**src/rtl/erase_busy_seq.sv**
```systemverilog
module erase_busy_seq #(
  parameter int GRP_W   = 16,
  parameter int CPG_W   = 16,
  parameter int RSP_GAP = 2
) (
  input  logic             clk,
  input  logic             rst_n,
  input  logic             cmd_valid,
  input  logic [5:0]       cmd_op,
  input  logic [31:0]      cmd_arg,
  input  logic [15:0]      own_rca,
  input  logic [CPG_W-1:0] grp_cycles,
  output logic             dat0_oe,
  output logic             dat0_o,
  output logic             op_busy,
  output logic             seq_err,
  output logic             card_sel
);
  localparam int CNT_W = GRP_W + 1 + CPG_W;
  localparam int GAP_W = $clog2(RSP_GAP + 1);
  localparam logic [5:0] OP_SEL = 6'd7,  OP_WPS = 6'd28, OP_WPC = 6'd29,
                         OP_GS  = 6'd35, OP_GE  = 6'd36, OP_ERS = 6'd38;

  typedef enum logic [1:0] {S_IDLE, S_PEND, S_RUN} st_t;
  st_t state;

  logic [GRP_W-1:0] first_q, last_q;
  logic             has_first, has_last;
  logic [GAP_W-1:0] gap_q, hold_q;
  logic [CNT_W-1:0] run_q;

  wire sel_cmd = cmd_valid && cmd_op == OP_SEL;
  wire addr_hit = cmd_arg[31:16] == own_rca;
  wire acc = cmd_valid && card_sel && state == S_IDLE && cmd_op != OP_SEL;
  wire c_first = acc && cmd_op == OP_GS;
  wire c_last = acc && cmd_op == OP_GE;
  wire c_ers = acc && cmd_op == OP_ERS;
  wire c_wp = acc && (cmd_op == OP_WPS || cmd_op == OP_WPC);
  wire range_ok = has_first && has_last && last_q >= first_q;
  wire go_ers = c_ers && range_ok;
  wire bad_ers = c_ers && !range_ok;
  wire clr_rng = (acc && !c_first && !c_last) || sel_cmd;

  wire [GRP_W:0]   n_grp = {1'b0, last_q} - {1'b0, first_q} + 1'b1;
  wire [CPG_W-1:0] cpg = (grp_cycles == '0) ? CPG_W'(1) : grp_cycles;
  wire [CNT_W-1:0] dur = go_ers ? CNT_W'(n_grp) * CNT_W'(cpg) : CNT_W'(cpg);

  assign dat0_o  = 1'b0;
  assign op_busy = state != S_IDLE;
  assign dat0_oe = card_sel && state == S_RUN && hold_q == '0;

  always_ff @(posedge clk) begin
    if (!rst_n) begin
      has_first <= 1'b0;
      has_last  <= 1'b0;
      first_q   <= '0;
      last_q    <= '0;
    end else if (c_first) begin
      first_q   <= cmd_arg[GRP_W-1:0];
      has_first <= 1'b1;
    end else if (c_last) begin
      last_q    <= cmd_arg[GRP_W-1:0];
      has_last  <= 1'b1;
    end else if (clr_rng) begin
      has_first <= 1'b0;
      has_last  <= 1'b0;
    end
  end

  always_ff @(posedge clk) begin
    if (!rst_n)       seq_err <= 1'b0;
    else if (bad_ers) seq_err <= 1'b1;
    else if (c_first) seq_err <= 1'b0;
  end

  always_ff @(posedge clk) begin
    if (!rst_n) begin
      card_sel <= 1'b0;
      hold_q   <= '0;
    end else begin
      if (sel_cmd) card_sel <= addr_hit;
      if (sel_cmd && addr_hit && !card_sel) hold_q <= GAP_W'(RSP_GAP);
      else if (hold_q != '0)                hold_q <= hold_q - 1'b1;
    end
  end

  always_ff @(posedge clk) begin
    if (!rst_n) begin
      state <= S_IDLE;
      gap_q <= '0;
      run_q <= '0;
    end else begin
      case (state)
        S_IDLE: if (go_ers || c_wp) begin
          state <= S_PEND;
          gap_q <= GAP_W'(RSP_GAP);
          run_q <= dur;
        end
        S_PEND: if (gap_q <= GAP_W'(1)) state <= S_RUN;
                else gap_q <= gap_q - 1'b1;
        S_RUN:  if (run_q <= CNT_W'(1)) state <= S_IDLE;
                else run_q <= run_q - 1'b1;
        default: state <= S_IDLE;
      endcase
    end
  end
endmodule

```
**config.mk**
```make
export PLATFORM = sky130hd
export DESIGN_NAME = erase_busy_seq
export DESIGN_NICKNAME = d
export VERILOG_FILES = /design/src/rtl/erase_busy_seq.sv
export SDC_FILE = /design/constraint.sdc
export NUM_CORES = 1
export LEC_CHECK = 0
export ABC_CLOCK_PERIOD_IN_PS = 24500
export BUFFER_PORTS_ARGS = -buffer_cell sky130_fd_sc_hd__buf_4
export CAP_MARGIN = 20
export CELL_PAD_IN_SITES_DETAIL_PLACEMENT = 2
export CELL_PAD_IN_SITES_GLOBAL_PLACEMENT = 2
export CORE_ASPECT_RATIO = 0.8
export CORE_UTILIZATION = 42
export DETAILED_ROUTE_END_ITERATION = 16
export GPL_TIMING_DRIVEN = 0
export PLACE_DENSITY_LB_ADDON = 0.1
export SYNTH_ARGS = -nofsm -noshare
export SYNTH_HDL_FRONTEND = slang
export SYNTH_SLANG_ARGS = --single-unit
export TNS_END_PERCENT = 100
```
**constraint.sdc**
```tcl
create_clock -name clk -period 24.5 [get_ports clk]
set_clock_uncertainty 0.2 [all_clocks]
set_input_delay 6.125 -clock clk [delete_from_list [all_inputs] [get_ports clk]]
set_output_delay 6.125 -clock clk [all_outputs]
set_load 0.03 [all_outputs]
```
# Word level (Yosys, flattened, before mapping)
# Cells that the tools add are included.
# Widths: inputs -> output; s select.
dict set report classes {
  bitwise_logic 2
  reduce_logical 43
  magnitude_cmp 3
  mux 20
  add_sub_neg 5
  n_eq_ne 16
  mul 1
}
# op n
set ops {}
lappend ops {{$mux 33} 3}
lappend ops {{$pmux 33 s2} 1}
lappend ops {{$le 33x1->1 const B} 1}
lappend ops {{$mul 17x16->33} 1}
lappend ops {{$sub 33x1->33 const B} 1}
lappend ops {{$eq 6x6->1 const B} 3}
lappend ops {{$logic_and 1x1->1} 18}
lappend ops {{$add 17x1->17 const B} 1}
lappend ops {{$sub 16x16->17} 1}
lappend ops {{$eq 16x16->1} 1}
lappend ops {{$ge 16x16->1} 1}
lappend ops {{$logic_not 16->1} 1}
lappend ops {{$mux 16} 1}
lappend ops {{$reduce_bool 2->1} 8}
lappend ops {{$mux 2} 7}
lappend ops {{$eq 6x5->1 const B} 2}
lappend ops {{$reduce_and 3->1} 3}
lappend ops {{$ne 2x2->1 const B} 4}
lappend ops {{$eq 6x3->1 const B} 1}
lappend ops {{$mux 1} 6}
lappend ops {{$ne 6x3->1 const B} 1}
lappend ops {{$pmux 2 s3} 1}
lappend ops {{$reduce_and 2->1} 3}
lappend ops {{$logic_not 1->1} 4}
lappend ops {{other kinds (10)} 16}
dict set report word_totals {
  in_bits 73
  wordCells 101
  regBits 75
}

# Depth between registers and ports, before layout
# Gate-level depths: netlist of the first run.
dict set report logic_depth {
  word_depth 11
  depth_mapped 34
  mapped_depth_nobuf 33
}

# Worst setup path before layout of the first run
# No wires, ideal clock.
dict set report synth_path {
  kind {input-to-reg}
  startpoint {input port grp_cycles[1]}
  endpoint {register run_q[30]}
  stages 21
  setup_ps 132
  arrival_ps 11773
  slack_ps 12395
  required_time_ps 24168
  cell_sequence {clkbuf_1 > clkbuf_1 > nand2_1 > fa_1 > fa_1 > inv_1 > fa_1 > inv_1 > fa_1 > inv_1 > fa_1 > fa_1 > ha_1 > a21oi_1 > o21ai_0 > a2111oi_0 > nor4b_1 > o31a_1 > nor2_1 > xor2_1 > o22ai_1}
}
dict set report synth_via {
  elab_chain_len 6
}
# item line_no
set synth_rtl {}
lappend synth_rtl {{start: declaration} 12} ;# input logic [CPG_W-1:0] grp_cycles,
lappend synth_rtl {{$logic_not 16->1} 45} ;# wire [CPG_W-1:0] cpg = (grp_cycles == '0) ? CPG_W'(1) : grp_cycles;
lappend synth_rtl {{$mux 16 (*)} 45}
lappend synth_rtl {{$mul 17x16->33 (*)} 46} ;# wire [CNT_W-1:0] dur = go_ers ? CNT_W'(n_grp) * CNT_W'(cpg) : CNT_W'(cpg);
lappend synth_rtl {{$mux 33 (*)} 46}
lappend synth_rtl {{$mux 33 (*)} 94} ;# S_IDLE: if (go_ers || c_wp) begin
lappend synth_rtl {{$pmux 33 s2 (*)} 93} ;# case (state)
lappend synth_rtl {{end signal: assignment} 97} ;# run_q <= dur;
lappend synth_rtl {{end signal: assignment} 102} ;# else run_q <= run_q - 1'b1;
lappend synth_rtl {{end: declaration} 30} ;# logic [CNT_W-1:0] run_q;
# Mark *: on every way between the ends. The rest lies on a longest branch, timed or not. The select of a mux whose other input is x is not followed.
# A chain may end at the register's enable or synchronous reset.

# Worst setup path in the final report of the first run
dict set report layout_path {
  startpoint {input port grp_cycles[7]}
  endpoint {register run_q[32]}
}
# Same word-level chain as after synthesis.

==> results.json, run 1 <==
{
  "outcome": "finished clean",
  "synth_edf_count": 0,
  "wl_mm": 61.9,
  "cts_setup_buffers": 0,
  "worstPathArrival_ps": 13500,
  "max_cap_violations": 0,
  "num_io_pins": 78,
  "synthTopCellsByCount": "nand2_1, inv_1, fa_1",
  "fillers": 3990,
  "tightest_slew_ps": 1260,
  "hold_violations": 0,
  "drtIter0Drc": 918,
  "synthFlopType": "dfxtp_1",
  "setup_tns_ps": 0,
  "start_util_pct": 42.9,
  "drt-vias-per-instance": 5.82,
  "gp_congestion": 0.952,
  "fin_area_um2": 16500,
  "die_h_um": 171,
  "grt_usage_pct": 34.6,
  "nNetsFinal": 2396,
  "synth.distinct_cells": 68,
  "end_kind": "flip-flop",
  "synth_most_common_cell": "nand2_1",
  "grt_pass1_vias": 16100,
  "synth_seq_cells": 75,
  "cp_max_fo": 10,
  "start_kind": "input pin",
  "numCtsBuffers": 9,
  "area_growth_syn_to_layout_pct": 9.67,
  "period_needed_ps": 13490,
  "clockBufferDepth": 2,
  "fp-row-count": 61,
  "seqCellArea_um2": 1500,
  "leakage_nw": 7.51,
  "period_share_pct": 55.1,
  "synthTopCellsByArea": "fa_1, ha_1, dfxtp_1",
  "hold_buffers": 0,
  "overflow": 0,
  "yosysTopAreaCell": "fa_1",
  "cts_sinks": 75,
  "synth_area_um2": 15000,
  "setup_viol": 0,
  "multi_input_comb_area_um2": 12100,
  "cts_root_buffer": "clkbuf_16",
  "rsz0062_at_grt": "no",
  "required_ps": 24510,
  "synth_top_cell_area_share_pct": 28.7,
  "place_area_um2": 16200,
  "min_path_type": "reg -> reg",
  "core_area_um2": 35000,
  "power_density_nw_per_um2": 18.1,
  "grt_start_max_net_pins": 14,
  "port_buffers": 76,
  "relSlewSlack_pct": 15.6,
  "cts_htree_levels": 3,
  "clk_latency_ps": 360,
  "path_class": "in -> reg",
  "dieArea_um2": 36600,
  "ant_nets": 0,
  "synthCells": 1876,
  "hpwlAfterDp_mm": 51.7,
  "yosysWarnings": 0,
  "cts_tree": "done",
  "vias": 14200,
  "grt_pass1_wl_mm": 94.8,
  "die_x_um": 214,
  "yosysSeqAreaShare_pct": 9.98,
  "first_pass_iters": 5,
  "diodes": 0,
  "ctsResizeCount": 0,
  "wl_per_cell_um": 25.4,
  "syn_area_per_cell_um2": 8.02,
  "syn_nets": 2306,
  "fmax_mhz": 74.1,
  "clkTransAtPathRegs_ps": 70,
  "antenna_found_initial": 1,
  "drive_above_1_share_pct": 6.34,
  "async_flop_share_pct": 0,
  "report.final.slew_viol_count": 0,
  "drc": 0,
  "ir_drop_mv": 0.0338
}
==> per-layer routing <==
metal  global-route usage, %  part of all wire, %  vias to the layer above
met3                    3.85                  4.5                      122
li1                        -                    -                     6266
met5                       0                    0                        -
met2                    60.4                   49                      442
met4                    13.1                  3.6                        0
met1                    43.7                   43                     7384
==> registers in the layout, indices dropped and copies added (netlist names) <==
register / flops
run_q: 33
first_q: 16
last_q: 16
gap_q: 2
hold_q: 2
state: 2
card_sel: 1
has_first: 1
has_last: 1
seq_err: 1
==> kinds of logic after synthesis <==
group,synth area share [%]
buffers and inverters,9.77
flip-flops,9.98
adder cells (fa/ha/maj),40.5
AND/OR/NAND/NOR,22.1
XOR/XNOR,3.14
other,0.0249
AO/OA/AOI/OAI,13.3
multiplexers,1.23
==> final cells by class <==
cell class	instances	share of cell area (%)
inverter	279	6.35
sequential	75	9.10
clock buffer	11	1.41
tap	472	3.58
multi-input combinational	1417	73.2
buffer	105	2.56
clock inverter	5	0.235
timing repair buffer	79	3.58
==> layout by cell type, fill, tap and decap left out, types with 8 or more instances in the layout <==
cell       count
inv_1        278
xnor2_1       32
o211a_1       10
ha_1         141
a211oi_1       8
mux2_2        12
o22ai_1       18
nor2b_1       10
o211ai_1      13
nor2_1        97
a31oi_1       17
and2_1       120
nand2_1      287
buf_4         80
nand4_1       11
o21ai_0       51
nor4b_1       18
nor4_1         8
or3_1         11
nor3b_1       16
o21a_1        14
a21o_1        16
fa_1         216
a21oi_1      104
clkbuf_16      9
a311oi_1      17
dfxtp_1       75
nand3_1       36
nor3_1        28
nand2b_1      11
xor2_1        22
clkbuf_1      93
==> metrics by stage <==
stage	setup slack [ps]	hold slack (ps)	util (%)	instances	power, W
global route	10800	280	47.1	2443	0.000309
finish	11010	262	47.1	2443	0.000299
global placement	10200	231	46.2	2424	0.000171
CTS	11120	264	47.0	2441	0.000300
floorplan	12400	222	-	1876	0.000145
detailed placement	10750	255	46.3	2425	0.000173
==> report_power, final <==
part	leakage [nW]	switching (W)	internal (W)
Combinational	6.79	0.0000312	0.0000178
Sequential	0.604	0.00000000000192	0.000122
Clock	0.118	0.0000594	0.0000691
==> path summary, 6_finish.rpt <==
check        cells after the start  slack, ps         end          start
max                             24      11010   run_q[32]  grp_cycles[7]
min                              2        260  first_q[6]     first_q[6]
max reg2reg                     32      13820   run_q[32]     first_q[1]
min reg2reg                      2        260  first_q[6]     first_q[6]
==> critical path, cell delays in order <==
cell      delay (ps)
buf_4            120
clkbuf_1         630
clkbuf_1         660
nand2_1          180
fa_1             580
inv_1             60
fa_1             500
inv_1             50
fa_1             540
inv_1             50
fa_1             500
fa_1             510
inv_1             70
fa_1             500
inv_1             50
ha_1             350
nand2_1           60
a21oi_1          170
o211ai_1         230
nor4b_1          680
nor3_1           110
o41ai_1          450
xnor2_1          200
o22ai_1          100
No activity file was read; power rests on OpenSTA's default activity.
==> inputs of run 2 (changes only) <==
--- a/config.mk
+++ b/config.mk
@@ -5,13 +5,13 @@
 export SDC_FILE = /design/constraint.sdc
 export NUM_CORES = 1
 export LEC_CHECK = 0
-export ABC_CLOCK_PERIOD_IN_PS = 24500
+export ABC_CLOCK_PERIOD_IN_PS = 14100
 export BUFFER_PORTS_ARGS = -buffer_cell sky130_fd_sc_hd__buf_4
 export CAP_MARGIN = 20
 export CELL_PAD_IN_SITES_DETAIL_PLACEMENT = 2
 export CELL_PAD_IN_SITES_GLOBAL_PLACEMENT = 2
 export CORE_ASPECT_RATIO = 0.8
-export CORE_UTILIZATION = 42
+export CORE_UTILIZATION = 39
 export DETAILED_ROUTE_END_ITERATION = 16
 export GPL_TIMING_DRIVEN = 0
 export PLACE_DENSITY_LB_ADDON = 0.1
==> constraint.sdc (replaced) <==
create_clock -name clk -period 14.1 [get_ports clk]
set_clock_uncertainty 0.2 [all_clocks]
set_input_delay 3.525 -clock clk [delete_from_list [all_inputs] [get_ports clk]]
set_output_delay 3.525 -clock clk [all_outputs]
set_load 0.03 [all_outputs]
==> results.json, run 2 (same netlist as run 1, synthesis figures left out) <==
{
  "outcome": "finished clean",
  "switching_power_w": 0.000154,
  "dieArea_um2": 39400,
  "overflow": 0,
  "hold_start": "first_q[7]",
  "clkTransAtPathRegs_ps": 60,
  "period_share_pct": 80.7,
  "core_area_um2": 37500,
  "period_needed_ps": 11380,
  "die_x_um": 222,
  "hold_buffers": 0,
  "grt_usage_pct": 30.9,
  "cts_setup_buffers": 0,
  "startpoint": "grp_cycles[1]",
  "clockBufferDepth": 2,
  "drt-vias-per-instance": 5.67,
  "rsz0062_at_grt": "no",
  "num_io_pins": 78,
  "first_pass_iters": 5,
  "critical-path-slowest-cell": "fa_1",
  "fillers": 4382,
  "ctsResizeCount": 0,
  "grt_pass1_wl_mm": 92.1,
  "hpwlAfterDp_mm": 49.5,
  "largest_register": "run_q",
  "grt_start_max_net_pins": 13,
  "drc": 0,
  "cp_max_fo": 10,
  "nNetsFinal": 2394,
  "port_buffers": 76,
  "largest_reg_flops": 33,
  "power_density_nw_per_um2": 31.5,
  "start_kind": "input pin",
  "worstPathArrival_ps": 11400,
  "cp_cell_sequence": "buf_4 -> clkbuf_1 -> clkbuf_1 -> nand2_1 -> fa_1 -> fa_1 -> inv_1 -> fa_1 -> inv_1 -> fa_1 -> inv_1 -> fa_1 -> fa_1 -> ha_1 -> nand2_1 -> o21ai_0 -> a2111oi_1 -> clkdlybuf4s15_2 -> nor4b_1 -> nor3_1 -> o41ai_1 -> xnor2_1 -> o22ai_1",
  "path_class": "in -> reg",
  "final_core_utilization_pct": 44.0,
  "gp_congestion": 0.960,
  "report.final.slew_viol_count": 0,
  "largestRegisters": "run_q x33, first_q x16, last_q x16",
  "fmax_mhz": 87.9,
  "vias": 13900,
  "layout_common_cells": "nand2_1, inv_1, fa_1",
  "ant_nets": 0,
  "tightest_slew_ps": 1210,
  "numCtsBuffers": 9,
  "required_ps": 14120,
  "setup_tns_ps": 0,
  "seq_power_share_pct": 40.7,
  "wl_mm": 59.3,
  "layout_commonest_cell": "nand2_1",
  "leakage_nw": 7.52,
  "relSlewSlack_pct": 18.7,
  "pwr-share-clk_pct": 43.0,
  "die_h_um": 178,
  "antenna_found_initial": 3,
  "hold_violations": 0,
  "fp-row-count": 63,
  "power_w": 0.000520,
  "cp_common_cell": "fa_1",
  "wl_per_cell_um": 24.1,
  "ir_drop_mv": 0.0565,
  "drive_above_1_share_pct": 6.25,
  "start_util_pct": 40.1,
  "switching_share_pct": 29.6,
  "slowest_delay_ps": 640,
  "cts_root_buffer": "clkbuf_16",
  "drtIter0Drc": 881,
  "grt_pass1_vias": 15500,
  "rr_startpoint": "first_q[1]",
  "end_kind": "flip-flop",
  "min_path_type": "reg -> reg",
  "setup_viol": 0,
  "max_cap_violations": 0,
  "clk_latency_ps": 360,
  "area_growth_syn_to_layout_pct": 9.76,
  "cts_sinks": 75,
  "p_int_w": 0.000366,
  "cts_htree_levels": 3,
  "power.share.combinational_pct": 16.3,
  "cts_tree": "done"
}
## run 2: cell types whose count changed in the layout (fill, tap and decap cells not counted), sizes merged
cell and change:
diode +1, clkinvlp -3, clkinv +3, clkbuf +1
buf -3, inv -1, clkdlybuf4s15 +1
## run 2: worst paths after layout
| kind | endpoint | slack, ps | cells past startpoint |
|---|---|---|---|
| worst min-delay path | first_q[7] | 260 | 2 |
| worst min register to register | first_q[7] | 260 | 2 |
| worst max-delay path | run_q[32] | 2720 | 23 |
| worst max register to register | run_q[32] | 3230 | 32 |
## run 2: critical path, delay by kind of cell
family | cells | cell delay, ps
simple gates | 4 | 1070
fa+ha+maj | 7 | 3740
compound gates | 4 | 1240
buf+inv | 7 | 1600
xor+xnor | 1 | 220
## run 2: cell type report
class	instances	area, µm²	area share (%)
multi-input cells	1417	12100	73.1
diodes	1	2.50	0.0152
flip-flops and latches	75	1500	9.10
repair buffers	77	582	3.52
inverters	279	1050	6.34
clock buffers	12	246	1.49
well taps	487	609	3.69
clock inverters	4	26.3	0.159
plain buffers	105	422	2.55
## run 2: power by group through the flow
stage	clock network [W]	registers (W)	logic (W)
final	0.000223	0.000212	0.0000850
after global routing	0.000235	0.000212	0.0000900
after CTS	0.000227	0.000212	0.0000848
after detailed placement	0	0.000217	0.0000843
after global placement	0	0.000217	0.0000811
after floorplan	0	0.000217	0.0000359
## run 2: per-layer routing
metal	vias up	global-route usage [%]	routed length, µm
met5	-	0	0
met4	0	8.25	1350
met3	69	3.13	2290
met2	348	53.9	29000
met1	7256	40.8	26700
li1	6259	-	-
## run 2: through the flow
| step | instance area [µm²] | worst slack, ps | hold WS, ps | cells |
|---|---|---|---|---|
| 4_1_cts | 16500 | 2780 | 260 | 2456 |
| 6_report | 16500 | 2720 | 257 | 2457 |
| 5_1_grt | 16500 | 2490 | 289 | 2456 |
| 2_1_floorplan | 15000 | 4600 | 222 | 1876 |
| 3_5_place_dp | 16200 | 2420 | 252 | 2440 |
| 3_3_place_gp | 16200 | 2450 | 232 | 2439 |
